[src/rtl/sram_ctrl_pkg.sv]
package sram_ctrl_pkg;

  typedef enum logic [2:0] {
    ST_IDLE,
    ST_TURN,
    ST_RD,
    ST_WSU,
    ST_WP
  } seq_state_e;

  function automatic int imax(input int a, input int b);
    return (a > b) ? a : b;
  endfunction

endpackage

[src/rtl/sram_ctrl_timer.sv]
module sram_ctrl_timer #(
  parameter int CNT_W = 2
) (
  input  logic             clk,
  input  logic             rst_n,
  input  logic             load,
  input  logic [CNT_W-1:0] load_val,
  output logic             done
);

  logic [CNT_W-1:0] cnt_q, cnt_d;

  always_comb begin
    cnt_d = cnt_q;
    if (load)
      cnt_d = load_val;
    else if (cnt_q != '0)
      cnt_d = cnt_q - 1'b1;
  end

  always_ff @(posedge clk or negedge rst_n) begin
    if (!rst_n) cnt_q <= '0;
    else        cnt_q <= cnt_d;
  end

  assign done = (cnt_q == '0);

endmodule

[src/rtl/sram_ctrl_seq.sv]
module sram_ctrl_seq
  import sram_ctrl_pkg::*;
#(
  parameter int CNT_W   = 2,
  parameter int RD_LD   = 0,
  parameter int WP_LD   = 0,
  parameter int TURN_LD = 0,
  parameter bit TURN_EN = 1'b1
) (
  input  logic             clk,
  input  logic             rst_n,
  input  logic             req_valid,
  input  logic             req_write,
  input  logic             tmr_done,
  output logic             tmr_load,
  output logic [CNT_W-1:0] tmr_val,
  output logic             accept,
  output logic             capture,
  output logic             cs_n,
  output logic             oe_n,
  output logic             we_n,
  output logic             dq_oe,
  output logic             idle
);

  seq_state_e st_q, st_d;
  logic       last_rd_q, last_rd_d;

  always_comb begin
    st_d      = st_q;
    last_rd_d = last_rd_q;
    tmr_load  = 1'b0;
    tmr_val   = '0;
    accept    = 1'b0;
    capture   = 1'b0;
    unique case (st_q)
      ST_IDLE: begin
        if (req_valid) begin
          accept   = 1'b1;
          tmr_load = 1'b1;
          if (!req_write) begin
            st_d    = ST_RD;
            tmr_val = CNT_W'(RD_LD);
          end else if (last_rd_q && TURN_EN) begin
            st_d    = ST_TURN;
            tmr_val = CNT_W'(TURN_LD);
          end else begin
            st_d    = ST_WSU;
          end
        end
      end
      ST_TURN: if (tmr_done) st_d = ST_WSU;
      ST_RD: begin
        last_rd_d = 1'b1;
        if (tmr_done) begin
          capture = 1'b1;
          st_d    = ST_IDLE;
        end
      end
      ST_WSU: begin
        last_rd_d = 1'b0;
        tmr_load  = 1'b1;
        tmr_val   = CNT_W'(WP_LD);
        st_d      = ST_WP;
      end
      ST_WP: if (tmr_done) st_d = ST_IDLE;
      default: st_d = ST_IDLE;
    endcase
  end

  always_ff @(posedge clk or negedge rst_n) begin
    if (!rst_n) begin
      st_q      <= ST_IDLE;
      last_rd_q <= 1'b0;
    end else begin
      st_q      <= st_d;
      last_rd_q <= last_rd_d;
    end
  end

  assign idle  = (st_q == ST_IDLE);
  assign cs_n  = !((st_q == ST_RD) || (st_q == ST_WSU) || (st_q == ST_WP));
  assign oe_n  = (st_q != ST_RD);
  assign we_n  = (st_q != ST_WP);
  assign dq_oe = (st_q == ST_WSU) || (st_q == ST_WP);

endmodule

[src/rtl/sram_ctrl_dp.sv]
module sram_ctrl_dp #(
  parameter int ADDR_W = 17,
  parameter int DATA_W = 8
) (
  input  logic              clk,
  input  logic              rst_n,
  input  logic              accept,
  input  logic              capture,
  input  logic [ADDR_W-1:0] req_addr,
  input  logic [DATA_W-1:0] req_wdata,
  input  logic [DATA_W-1:0] dq_in,
  output logic [ADDR_W-1:0] addr_q,
  output logic [DATA_W-1:0] wdata_q,
  output logic [DATA_W-1:0] rdata_q,
  output logic              rvalid_q
);

  always_ff @(posedge clk or negedge rst_n) begin
    if (!rst_n) begin
      addr_q  <= '0;
      wdata_q <= '0;
    end else if (accept) begin
      addr_q  <= req_addr;
      wdata_q <= req_wdata;
    end
  end

  always_ff @(posedge clk or negedge rst_n) begin
    if (!rst_n)       rdata_q <= '0;
    else if (capture) rdata_q <= dq_in;
  end

  always_ff @(posedge clk or negedge rst_n) begin
    if (!rst_n) rvalid_q <= 1'b0;
    else        rvalid_q <= capture;
  end

endmodule

[src/rtl/sram_ctrl.sv]
module sram_ctrl
  import sram_ctrl_pkg::*;
#(
  parameter int ADDR_W = 17,
  parameter int DATA_W = 8,
  parameter int T_RC   = 1,
  parameter int T_AA   = 1,
  parameter int T_WP   = 1,
  parameter int T_DW   = 1,
  parameter int T_TURN = 1
) (
  input  logic              clk,
  input  logic              rst_n,
  input  logic              req_valid,
  input  logic              req_write,
  input  logic [ADDR_W-1:0] req_addr,
  input  logic [DATA_W-1:0] req_wdata,
  output logic              req_ready,
  output logic [DATA_W-1:0] rd_data,
  output logic              rd_valid,
  output logic [ADDR_W-1:0] mem_addr,
  output logic              mem_cs_n,
  output logic              mem_we_n,
  output logic              mem_oe_n,
  output logic [DATA_W-1:0] mem_dq_out,
  output logic              mem_dq_oe,
  input  logic [DATA_W-1:0] mem_dq_in
);

  localparam int RD_LEN  = imax(imax(T_RC, T_AA), 1);
  localparam int WP_LEN  = imax(imax(T_WP, T_DW - 1), imax(T_RC - 1, 1));
  localparam bit TURN_EN = (T_TURN > 0);
  localparam int TURN_LD = TURN_EN ? T_TURN - 1 : 0;
  localparam int MAX_LD  = imax(imax(RD_LEN, WP_LEN), imax(T_TURN, 1));
  localparam int CNT_W   = $clog2(MAX_LD + 1);

  logic             tmr_load, tmr_done, accept, capture, idle;
  logic [CNT_W-1:0] tmr_val;

  sram_ctrl_timer #(.CNT_W(CNT_W)) u_tmr (
    .clk      (clk),
    .rst_n    (rst_n),
    .load     (tmr_load),
    .load_val (tmr_val),
    .done     (tmr_done)
  );

  sram_ctrl_seq #(
    .CNT_W   (CNT_W),
    .RD_LD   (RD_LEN - 1),
    .WP_LD   (WP_LEN - 1),
    .TURN_LD (TURN_LD),
    .TURN_EN (TURN_EN)
  ) u_seq (
    .clk       (clk),
    .rst_n     (rst_n),
    .req_valid (req_valid),
    .req_write (req_write),
    .tmr_done  (tmr_done),
    .tmr_load  (tmr_load),
    .tmr_val   (tmr_val),
    .accept    (accept),
    .capture   (capture),
    .cs_n      (mem_cs_n),
    .oe_n      (mem_oe_n),
    .we_n      (mem_we_n),
    .dq_oe     (mem_dq_oe),
    .idle      (idle)
  );

  sram_ctrl_dp #(.ADDR_W(ADDR_W), .DATA_W(DATA_W)) u_dp (
    .clk       (clk),
    .rst_n     (rst_n),
    .accept    (accept),
    .capture   (capture),
    .req_addr  (req_addr),
    .req_wdata (req_wdata),
    .dq_in     (mem_dq_in),
    .addr_q    (mem_addr),
    .wdata_q   (mem_dq_out),
    .rdata_q   (rd_data),
    .rvalid_q  (rd_valid)
  );

  assign req_ready = idle;

endmodule

[config.mk]
export PLATFORM = sky130hd
export DESIGN_NAME = sram_ctrl
export DESIGN_NICKNAME = d
export VERILOG_FILES = /design/src/rtl/sram_ctrl_pkg.sv /design/src/rtl/sram_ctrl_timer.sv /design/src/rtl/sram_ctrl_seq.sv /design/src/rtl/sram_ctrl_dp.sv /design/src/rtl/sram_ctrl.sv
export SDC_FILE = /design/constraint.sdc
export NUM_CORES = 1
export LEC_CHECK = 0
export ABC_CLOCK_PERIOD_IN_PS = 2600
export BUFFER_PORTS_ARGS = -buffer_cell sky130_fd_sc_hd__clkbuf_2
export CAP_MARGIN = 20
export CORE_AREA = 10 10 74 76
export CTS_BUF_LIST = sky130_fd_sc_hd__clkbuf_16
export CTS_CLUSTER_SIZE = 30
export DETAILED_ROUTE_END_ITERATION = 12
export DIE_AREA = 0 0 84 86
export PLACE_DENSITY = 0.68
export SYNTH_ARGS = -nofsm -noshare
export SYNTH_HDL_FRONTEND = slang
export SYNTH_SLANG_ARGS = --single-unit
[constraint.sdc]
create_clock -name clk -period 2.6 [get_ports clk]
set_input_delay 0.52 -clock clk [delete_from_list [all_inputs] [get_ports clk]]
set_output_delay 0.52 -clock clk [all_outputs]
set_load 0.05 [all_outputs]
==> metrics.cfg, run 1 <==
[outcome]
outcome = finished clean

[floorplanning]
floorplan.die_area_um2 = 7220
floorplan.initialDensity_pct = 39.2
placementRows = 23
die_height_um = 86
core_region_area_um2 = 3970
die_x_um = 84
num_io_pins = 76

[hold_path]
worst_hold_check_path_type = input pin to asynchronous set/reset pin

[routing]
detail_route.wl_per_cell_um = 16.8
route.detailed.vias_per_inst = 4.63
drt_iter0_drc = 42
length_of_the_first_detailed_routing_pass_in_iterations = 4
remaining_drc_errors = 0
drtAntennaViolNets = 0
drt_wl_total_um = 3770
vias = 1038

[final_layout]
ff_latch_area_um2 = 951
fillers = 344
diodes = 0
multi_input_comb_area_um2 = 556
design.final.nets = 210
layout-area-overhead-vs-synth_pct = 35.5
post_route_cells_drive_above_1_share_pct = 67.8

[grt]
met1_track_utilization_from_global_routing_pct = 10.1
fraction_of_met3_tracks_used_by_global_routing_pct = 4.07
grt_start_max_net_pins = 39
use_met2_pct = 20.1
grt_pass1_wl_um = 6070
grtUsageTotal_pct = 10.7
vias_in_the_first_global_route = 1195
antenna_found_initial = 0
grt_most_used_layer = met2
gr-total-overflow = 0

[logic_synthesis]
synth.most_common_cell = sky130_fd_sc_hd__dfrtp_1
number_of_enable_flip_flop_cells_after_synthesis = 0
synth-main-ff-cell = sky130_fd_sc_hd__dfrtp_1
ys_async_sr_fraction_pct = 100
mappedNetlistArea_um2 = 1560
synthesis.yosys.warnings = 0
syn_area_per_cell_um2 = 16.7
synth-seq-area-share_pct = 61.0
most_numerous_cell_types_in_the_synthesized_netlist = sky130_fd_sc_hd__dfrtp_1, sky130_fd_sc_hd__mux2_4, sky130_fd_sc_hd__mux2_2
post_synth_main_area_contributors = sky130_fd_sc_hd__dfrtp_1, sky130_fd_sc_hd__mux2_4, sky130_fd_sc_hd__mux2_2
syn-num-nets = 130
synthCells = 93
yosysTopAreaCellShare_pct = 61.0
synthDominantAreaCellType = sky130_fd_sc_hd__dfrtp_1
ys_types = 18
synth-seq-cells = 38

[clocking]
root_buffer = sky130_fd_sc_hd__clkbuf_16
cts.hold.buffers_added = 0
cts_buffers = 5
worst_setup_hold_path_clk_slew_ns = 0.05
max-clock-path-buffers = 2
cts_max_level = 2
cts-resized-gates = 0
post_cts_buffers = 0
cts_tree = done
clock_insertion_delay_worst_skew_ns = 0.27
clkSinkCount = 38

[sta]
rsz0062_at_grt = false
tns_ns = 0
layout_worst_path_cycle_share_pct = 79.3
final-hold-violation-count = 0
clock-skew-final_ns = 0.00270
worst_slew_margin_relative_to_its_limit_pct = 38.1
post-route-min-period_ns = 2.06
tightestPinTransition_ns = 0.928
finalMaxSlewViolations = 0
fmax_mhz = 485
setup_viol = 0

[critical_path]
timing.rr.end = u_dp.addr_q[8]$_DFFE_PN0P_
timing.rr.start = u_seq.st_q[2]$_DFFE_PN0P_
cell_with_the_largest_stage_delay_on_the_worst_path = sky130_fd_sc_hd__dfrtp_1
worstPathRequired_ns = 2.08
arrival_ns = 1.54
critical_path_peak_fanout = 9
critPathMaxStageDelay_ns = 0.51
setup.worst_path.end_class = primary output
setup.worst_path.start_class = register
worstRegToRegCells = 3
criticalPathCategory = register to primary output
path_buf_inv = 1
worst-r2r-setup-slack_ns = 0.98
path_delay_family = flip-flops
critical_path.cell_chain = and2b_1 > a22o_2 > clkbuf_2

[placed_design]
port_buffers = 75
dpl.hpwl_um = 3050
place.gp.congestion = 0.785

[job]
drv_cap = 0

## cells by family (layout without fill, tap and decap cells)
group | after synthesis | after routing | share of synthesized area [%]
flip-flops | 38 | 38 | 61.0
multiplexers | 33 | 33 | 28.7
AND/OR/NAND/NOR | 9 | 9 | 4.26
buffers and inverters | 7 | 88 | 3.29
AO/OA/AOI/OAI | 6 | 6 | 2.73
## final cells by class
| type | count | share of cell area, % |
|---|---|---|
| Clock buffer | 5 | 5.93 |
| Clock inverter | 3 | 0.533 |
| Inverter | 2 | 0.356 |
| Multi-Input combinational cell | 48 | 26.3 |
| Sequential cell | 38 | 45.1 |
| Tap cell | 50 | 2.96 |
| Timing Repair Buffer | 78 | 18.9 |
## per-layer routing
layer  vias to the layer above  wire, um
met5                         -         0
met4                         0        36
met3                         2       230
met2                        36      2150
met1                       516      1350
li1                        484         -
## flip-flops by register name, indices dropped and copies added (netlist names)
signal	cells
u_dp.wdata_q	8
u_dp.rdata_q	8
u_dp.rvalid_q	1
u_seq.last_rd_q	1
u_dp.addr_q	17
u_seq.st_q	3
## layout by cell type (no fill, tap or decap), drive strengths merged
master and n:
clkbuf 80, dfrtp 38, mux2 33, clkinv 3, buf 3, inv 2
nor3 2, nor2 2, a21oi 2, nor3b 1, nand2 1, and2b 1
a22o 1, nor4b 1, o21bai 1, a21boi 1, o21a 1, and2 1
## stage by stage
| stage | hold WS [ns] | utilization, % | area [um^2] | setup WS [ns] | std cells |
|---|---|---|---|---|---|
| 2_1_floorplan | 0.224 | - | 1560 | 0.499 | 93 |
| 3_3_place_gp | 0.491 | 49.7 | 1970 | 0.874 | 216 |
| 3_5_place_dp | 0.496 | 49.7 | 1970 | 0.832 | 216 |
| 4_1_cts | 0.415 | 53.2 | 2110 | 0.536 | 224 |
| 5_1_grt | 0.467 | 53.2 | 2110 | 0.470 | 224 |
| 6_report | 0.380 | 53.2 | 2110 | 0.538 | 224 |
## how the worst max path moves through the flow
stage | from | endpoint | slack (ns) | cells past startpoint
5_1_grt | u_seq.st_q[2]$_DFFE_PN0P_ | mem_dq_oe | 0.47 | 3
3_3_place_gp | u_seq.st_q[2]$_DFFE_PN0P_ | mem_dq_oe | 0.87 | 3
4_1_cts | u_seq.st_q[2]$_DFFE_PN0P_ | mem_dq_oe | 0.54 | 3
2_1_floorplan | u_seq.st_q[2]$_DFFE_PN0P_ | req_ready | 0.50 | 2
6_report | u_seq.st_q[2]$_DFFE_PN0P_ | mem_dq_oe | 0.54 | 3
3_5_place_dp | u_seq.st_q[2]$_DFFE_PN0P_ | mem_dq_oe | 0.83 | 3
Power of run 1 is not shown: default switching activity piles up to over one toggle a cycle in this logic, so the estimate is an artifact.
==> inputs of run 2 (changes only) <==
--- a/config.mk
+++ b/config.mk
@@ -5,7 +5,7 @@
 export SDC_FILE = /design/constraint.sdc
 export NUM_CORES = 1
 export LEC_CHECK = 0
-export ABC_CLOCK_PERIOD_IN_PS = 2600
+export ABC_CLOCK_PERIOD_IN_PS = 2100
 export BUFFER_PORTS_ARGS = -buffer_cell sky130_fd_sc_hd__clkbuf_2
 export CAP_MARGIN = 20
 export CORE_AREA = 10 10 74 76
==> constraint.sdc (replaced) <==
create_clock -name clk -period 2.1 [get_ports clk]
set_input_delay 0.42 -clock clk [delete_from_list [all_inputs] [get_ports clk]]
set_output_delay 0.42 -clock clk [all_outputs]
set_load 0.05 [all_outputs]
==> run 2 against run 1 <==
Wire length increased by 3.1%; via count about the same; final cell count unchanged; die area unchanged; first-iteration DRC count increased by 31%; count of clock-buffer cells in the layout unchanged; setup slack got worse by 0.42 ns; hold slack got worse by 0.10 ns; critical path type unchanged.
==> metrics.cfg, run 2 (synthesis gave the netlist of run 1 again) <==
[outcome]
outcome = finished clean  ; unchanged

[final_layout]
layout_common_cells = sky130_fd_sc_hd__clkbuf_2, sky130_fd_sc_hd__dfrtp_1, sky130_fd_sc_hd__mux2_4  ; unchanged
design.final.nets = 210  ; unchanged
final_area_um2 = 2110  ; unchanged
largest_registers = u_dp.addr_q (17), u_dp.rdata_q (8), u_dp.wdata_q (8)  ; unchanged
largest_register = u_dp.addr_q  ; unchanged
most_common_cell_after_layout_fill_and_taps_aside = sky130_fd_sc_hd__clkbuf_2  ; unchanged
diodes = 0  ; unchanged
layout-area-overhead-vs-synth_pct = 35.5  ; unchanged
post_route_cells_drive_above_1_share_pct = 67.8  ; unchanged
final_standard_cell_utilization_of_the_core_pct = 53.2  ; unchanged
largest_reg_flops = 17  ; unchanged

[routing]
drt_wl_total_um = 3880  ; was 3770 um
route.detailed.vias_per_inst = 4.63  ; about the same
wl_met2_um = 2280  ; was 2150 um
dr.max_layer_used = met4  ; unchanged
vias = 1037  ; was 1,038
drt-met1-wl_um = 1340  ; was 1350 um
detail_route.wl_per_cell_um = 17.3  ; was 16.8 um
met3_wirelength_um = 191  ; was 230 um
drtAntennaViolNets = 0  ; unchanged
drt_iter0_drc = 55  ; was 42
length_of_the_first_detailed_routing_pass_in_iterations = 4  ; unchanged
remaining_drc_errors = 0  ; unchanged

[clocking]
clock_insertion_delay_worst_skew_ns = 0.27  ; about the same
root_buffer = sky130_fd_sc_hd__clkbuf_16  ; unchanged
cts_buffers = 5  ; unchanged
cts.hold.buffers_added = 0  ; unchanged
cts_max_level = 2  ; unchanged
max-clock-path-buffers = 2  ; unchanged
clkSinkCount = 38  ; unchanged
worst_setup_hold_path_clk_slew_ns = 0.06  ; was 0.05 ns
cts-resized-gates = 0  ; unchanged
post_cts_buffers = 0  ; unchanged
cts_tree = done  ; unchanged

[grt]
grtUsageTotal_pct = 10.7  ; about the same
vias_in_the_first_global_route = 1215  ; was 1,195
antenna_found_initial = 0  ; unchanged
gr-total-overflow = 0  ; unchanged
grt_start_max_net_pins = 39  ; unchanged
grt_pass1_wl_um = 6050  ; was 6070 um

[floorplanning]
die_x_um = 84  ; unchanged
num_io_pins = 76  ; unchanged
die_height_um = 86  ; unchanged
floorplan.initialDensity_pct = 39.2  ; unchanged
core_region_area_um2 = 3970  ; unchanged
placementRows = 23  ; unchanged
floorplan.die_area_um2 = 7220  ; unchanged

[critical_path]
timing.rr.end = u_dp.addr_q[9]$_DFFE_PN0P_  ; was u_dp.addr_q[8]$_DFFE_PN0P_
worstRegToRegCells = 3  ; unchanged
path_buf_inv = 1  ; unchanged
worstPathRequired_ns = 1.68  ; was 2.08 ns
setup.worst_path.end_class = primary output  ; unchanged
timing.rr.start = u_seq.st_q[2]$_DFFE_PN0P_  ; unchanged
path_delay_family = flip-flops  ; unchanged
setup.worst_path.start_class = register  ; unchanged
critical_path.cell_chain = and2b_1 > a22o_2 > clkbuf_2  ; unchanged
criticalPathCategory = register to primary output  ; unchanged
arrival_ns = 1.57  ; was 1.54 ns
worst-r2r-setup-slack_ns = 0.45  ; was 0.98 ns
critical_path_peak_fanout = 9  ; unchanged
cell_with_the_largest_stage_delay_on_the_worst_path = sky130_fd_sc_hd__dfrtp_1  ; unchanged
critPathMaxStageDelay_ns = 0.51  ; about the same

[sta]
tightestPinTransition_ns = 0.922  ; was 0.928 ns
worst_slew_margin_relative_to_its_limit_pct = 38.5  ; was 38.1%
setup_viol = 0  ; unchanged
finalMaxSlewViolations = 0  ; unchanged
final-hold-violation-count = 0  ; unchanged
fmax_mhz = 504
layout_worst_path_cycle_share_pct = 94.5
post-route-min-period_ns = 1.99
rsz0062_at_grt = false  ; unchanged
clock-skew-final_ns = 0.00560  ; was 0.00270 ns
tns_ns = 0  ; unchanged

[placed_design]
port_buffers = 75  ; unchanged
dpl.hpwl_um = 3180  ; was 3050 um
place.gp.congestion = 0.730  ; was 0.785
placement.cell_area_um2 = 1970  ; unchanged

[hold_path]
worst_hold_check_path_type = input pin to asynchronous set/reset pin  ; unchanged

[job]
drv_cap = 0  ; unchanged

-- run 2: cell counts in the layout (fill, tap and decap cells not counted) --
No cell type changed its count.
-- run 2: how the worst max path moves through the flow --
stage / end / start / slack (ns) / depth (start not counted)
2_1_floorplan: req_ready / u_seq.st_q[2]$_DFFE_PN0P_ / 0.1 / 2
3_3_place_gp: mem_dq_oe / u_seq.st_q[2]$_DFFE_PN0P_ / 0.47 / 3
3_5_place_dp: mem_dq_oe / u_seq.st_q[2]$_DFFE_PN0P_ / 0.41 / 3
4_1_cts: mem_dq_oe / u_seq.st_q[2]$_DFFE_PN0P_ / 0.11 / 3
5_1_grt: mem_dq_oe / u_seq.st_q[2]$_DFFE_PN0P_ / 0.06 / 3
6_report: mem_dq_oe / u_seq.st_q[2]$_DFFE_PN0P_ / 0.11 / 3
-- run 2: per-layer routing --
metal	vias to the layer above	global-route usage (%)
met5	-	0
met4	0	5.63
met3	6	3.78
li1	480	-
met1	513	9.60
met2	38	20.6
-- run 2: worst register-to-register path: cells and delay by family (launching register included) --
kind	cells	cell delay (ns)
muxes	1	0.37
and+or+nand+nor	1	0.35
buffers and inverters	1	0.33
DFF	1	0.48
-- run 2: cell type report --
cell class | instances | area [um^2]
timing repair buffer | 78 | 398
inverter | 2 | 7.51
clock inverter | 3 | 11.3
multi-input combinational | 48 | 556
fill | 335 | 1860
tap | 50 | 62.6
clock buffer | 5 | 125
sequential | 38 | 951
-- run 2: stage by stage --
step	hold WS, ns	worst slack, ns	cells
finish	0.278	0.115	224
global route	0.370	0.0570	224
CTS	0.311	0.106	224
detailed placement	0.492	0.408	216
global placement	0.491	0.472	216
floorplan	0.124	0.0991	93
Power of run 2 is left out for the same reason.
==> inputs of run 3 (changes only) <==
--- a/config.mk
+++ b/config.mk
@@ -5,15 +5,16 @@
 export SDC_FILE = /design/constraint.sdc
 export NUM_CORES = 1
 export LEC_CHECK = 0
+export ABC_AREA = 1
 export ABC_CLOCK_PERIOD_IN_PS = 2100
 export BUFFER_PORTS_ARGS = -buffer_cell sky130_fd_sc_hd__clkbuf_2
 export CAP_MARGIN = 20
-export CORE_AREA = 10 10 74 76
+export CORE_AREA = 10 10 110 83
 export CTS_BUF_LIST = sky130_fd_sc_hd__clkbuf_16
 export CTS_CLUSTER_SIZE = 30
 export DETAILED_ROUTE_END_ITERATION = 12
-export DIE_AREA = 0 0 84 86
-export PLACE_DENSITY = 0.68
+export DIE_AREA = 0 0 120 93
+export PLACE_DENSITY = 0.44
 export SYNTH_ARGS = -nofsm -noshare
 export SYNTH_HDL_FRONTEND = slang
 export SYNTH_SLANG_ARGS = --single-unit
==> run 3 against run 2 <==
Via count grew 36%; global-route usage fell by 1.5 points; hold slack got worse by 0.073 ns; flip-flop and latch count unchanged; critical path depth increased by 1; fmax up 9.2%; final cell count up 54%.
==> metrics.cfg, run 3 <==
[grt]
gr-total-overflow = 0  ; unchanged
grt_pass1_wl_um = 8250  ; was 6050 um
antenna_found_initial = 0  ; unchanged
grt_start_max_net_pins = 39  ; unchanged
grtUsageTotal_pct = 9.21  ; was 10.7%
vias_in_the_first_global_route = 1506  ; was 1,215

[logic_synthesis]
synthesis.yosys.warnings = 0  ; unchanged
number_of_enable_flip_flop_cells_after_synthesis = 0  ; unchanged
post_synth_main_area_contributors = sky130_fd_sc_hd__dfrtp_1, sky130_fd_sc_hd__nand2_1, sky130_fd_sc_hd__nand4_1  ; was sky130_fd_sc_hd__dfrtp_1, sky130_fd_sc_hd__mux2_4, sky130_fd_sc_hd__mux2_2
synthDominantAreaCellType = sky130_fd_sc_hd__dfrtp_1  ; unchanged
most_numerous_cell_types_in_the_synthesized_netlist = sky130_fd_sc_hd__nand2_1, sky130_fd_sc_hd__dfrtp_1, sky130_fd_sc_hd__nand4_1  ; was sky130_fd_sc_hd__dfrtp_1, sky130_fd_sc_hd__mux2_4, sky130_fd_sc_hd__mux2_2
synthCells = 172  ; was 93
ys_async_sr_fraction_pct = 100  ; unchanged
ys_types = 15  ; was 18
synth-seq-area-share_pct = 60.4  ; was 61.0%
synth-main-ff-cell = sky130_fd_sc_hd__dfrtp_1  ; unchanged
synth-seq-cells = 38  ; unchanged
mappedNetlistArea_um2 = 1580  ; was 1560 um^2
yosysTopAreaCellShare_pct = 60.4  ; was 61.0%
syn-num-nets = 209  ; was 130
synth.most_common_cell = sky130_fd_sc_hd__nand2_1  ; was sky130_fd_sc_hd__dfrtp_1
syn_area_per_cell_um2 = 9.16  ; was 16.7 um^2

[placed_design]
dpl.hpwl_um = 3630  ; was 3180 um
place.gp.congestion = 0.746  ; was 0.730
port_buffers = 75  ; unchanged
placement.cell_area_um2 = 2040  ; was 1970 um^2

[sta]
worst_slew_margin_relative_to_its_limit_pct = 67.2  ; was 38.5%
tightestPinTransition_ns = 0.493  ; was 0.922 ns
post-route-min-period_ns = 1.82  ; was 1.99 ns
layout_worst_path_cycle_share_pct = 86.6  ; was 94.5%
finalMaxSlewViolations = 0  ; unchanged
fmax_mhz = 550  ; was 504 MHz
rsz0062_at_grt = false  ; unchanged
setup_viol = 0  ; unchanged
final-hold-violation-count = 0  ; unchanged
tns_ns = 0  ; unchanged
clock-skew-final_ns = 0.00157  ; was 0.00560 ns
final.hold.worst_slack_ns = 0.205  ; was 0.278 ns

[clocking]
cts_max_level = 2  ; unchanged
cts.hold.buffers_added = 0  ; unchanged
clock_insertion_delay_worst_skew_ns = 0.27  ; about the same
post_cts_buffers = 0  ; unchanged
worst_setup_hold_path_clk_slew_ns = 0.05  ; was 0.06 ns
cts_buffers = 5  ; unchanged
cts-resized-gates = 0  ; unchanged
max-clock-path-buffers = 2  ; unchanged
root_buffer = sky130_fd_sc_hd__clkbuf_16  ; unchanged
clkSinkCount = 38  ; unchanged
cts_tree = done  ; unchanged

[routing]
vias = 1410  ; was 1,037
met3_wirelength_um = 366  ; was 191 um
detail_route.wl_per_cell_um = 14.4  ; was 17.3 um
drtAntennaViolNets = 0  ; unchanged
length_of_the_first_detailed_routing_pass_in_iterations = 4  ; unchanged
remaining_drc_errors = 0  ; unchanged
drt_wl_total_um = 4970  ; was 3880 um
wl_met2_um = 2080  ; was 2280 um
dr.max_layer_used = met4  ; unchanged
route.detailed.vias_per_inst = 4.09  ; was 4.63
drt-met1-wl_um = 2490  ; was 1340 um
drt_iter0_drc = 96  ; was 55

[floorplanning]
die_height_um = 93  ; was 86 um
placementRows = 26  ; was 23
floorplan.die_area_um2 = 11200  ; was 7220 um^2
num_io_pins = 76  ; unchanged
die_x_um = 120  ; was 84 um
floorplan.initialDensity_pct = 22.3  ; was 39.2%
core_region_area_um2 = 7060  ; was 3970 um^2

[final_layout]
largest_reg_flops = 17  ; unchanged
layout-area-overhead-vs-synth_pct = 37.5  ; was 35.5%
largest_register = u_dp.addr_q  ; unchanged
layout_common_cells = sky130_fd_sc_hd__nand2_1, sky130_fd_sc_hd__clkbuf_2, sky130_fd_sc_hd__dfrtp_1  ; was sky130_fd_sc_hd__clkbuf_2, sky130_fd_sc_hd__dfrtp_1, sky130_fd_sc_hd__mux2_4
most_common_cell_after_layout_fill_and_taps_aside = sky130_fd_sc_hd__nand2_1  ; was sky130_fd_sc_hd__clkbuf_2
largest_registers = u_dp.addr_q (17), u_dp.rdata_q (8), u_dp.wdata_q (8)  ; unchanged
diodes = 0  ; unchanged
fillers = 789  ; was 335
post_route_cells_drive_above_1_share_pct = 35.6  ; was 67.8%
design.final.nets = 285  ; was 210
final_area_um2 = 2170  ; was 2110 um^2

[outcome]
outcome = finished clean  ; unchanged

[job]
drv_cap = 0  ; unchanged

[critical_path]
criticalPathCategory = register to primary output  ; unchanged
critical_path_depth = 4  ; was 3
critical_path_peak_fanout = 10  ; was 9
critPathMaxStageDelay_ns = 0.43  ; was 0.51 ns
path_buf_inv = 2  ; was 1
critical_path.cell_chain = inv_1 > nor2_1 > nand2_2 > clkbuf_2  ; was and2b_1 > a22o_2 > clkbuf_2
setup.worst_path.start_class = register  ; unchanged
path_delay_family = flip-flops  ; unchanged
arrival_ns = 1.40  ; was 1.57 ns
cell_with_the_largest_stage_delay_on_the_worst_path = sky130_fd_sc_hd__dfrtp_1  ; unchanged
setup.worst_path.end_class = primary output  ; unchanged
worstPathRequired_ns = 1.68  ; about the same
worstRegToRegCells = 5  ; was 3

[hold_path]
worst_hold_check_path_type = input pin to asynchronous set/reset pin  ; unchanged

## run 3: changes by cell type after synthesis, moves of 2 or more
cell / change
sky130_fd_sc_hd__inv_1: +3
sky130_fd_sc_hd__buf_4: +2
sky130_fd_sc_hd__nor2_1: +2
sky130_fd_sc_hd__nor3_1: -2
sky130_fd_sc_hd__mux2_4: -20
sky130_fd_sc_hd__mux2_2: -13
sky130_fd_sc_hd__nand2_1: +82
sky130_fd_sc_hd__nand4_1: +25
sky130_fd_sc_hd__buf_2: +3
## run 3: worst paths after layout
| path | start | end | slack, ns |
|---|---|---|---|
| worst max-delay path | u_seq.st_q[1]$_DFFE_PN0P_ | mem_oe_n | 0.28 |
| max in group asynchronous | rst_n | u_dp.rdata_q[7]$_DFFE_PN0P_ | 1.55 |
| worst min-delay path | rst_n | u_dp.wdata_q[6]$_DFFE_PN0P_ | 0.20 |
| worst min register to register | u_dp.addr_q[10]$_DFFE_PN0P_ | u_dp.addr_q[10]$_DFFE_PN0P_ | 0.47 |
| worst max register to register | u_seq.st_q[2]$_DFFE_PN0P_ | u_dp.addr_q[5]$_DFFE_PN0P_ | 0.61 |
| min in group clk | mem_dq_in[7] | u_dp.rdata_q[7]$_DFFE_PN0P_ | 0.34 |
## run 3: cell type report
cell class                 count  area, um^2  area share [%]
sequential                    38         951            43.9
multi-input combinational    119         539            24.9
timing repair buffer          79         405            18.7
clock buffer                   5         125            5.78
tap                           98         123            5.66
inverter                       5        18.8           0.867
clock inverter                 1        3.75           0.173
## run 3: metal layers
metal,track usage (%),vias to the layer above
li1,-,707
met1,12.7,650
met2,12.9,51
met3,3.78,2
met4,2.40,0
met5,0,-
## run 3: cell families after synthesis
family	after synthesis	share of synthesized area, %
AND/OR/NAND/NOR	116	33.3
flip-flops	38	60.4
buffers and inverters	15	5.40
AO/OA/AOI/OAI	3	0.953
## run 3: through the flow
step           util (%)  worst slack, ns  instances
2_1_floorplan         -            0.194        172
3_3_place_gp       28.9            0.601        339
3_5_place_dp       28.9            0.563        339
4_1_cts            30.7            0.270        345
5_1_grt            30.7            0.218        345
6_report           30.7            0.282        345
Power of run 3 is left out for the same reason.
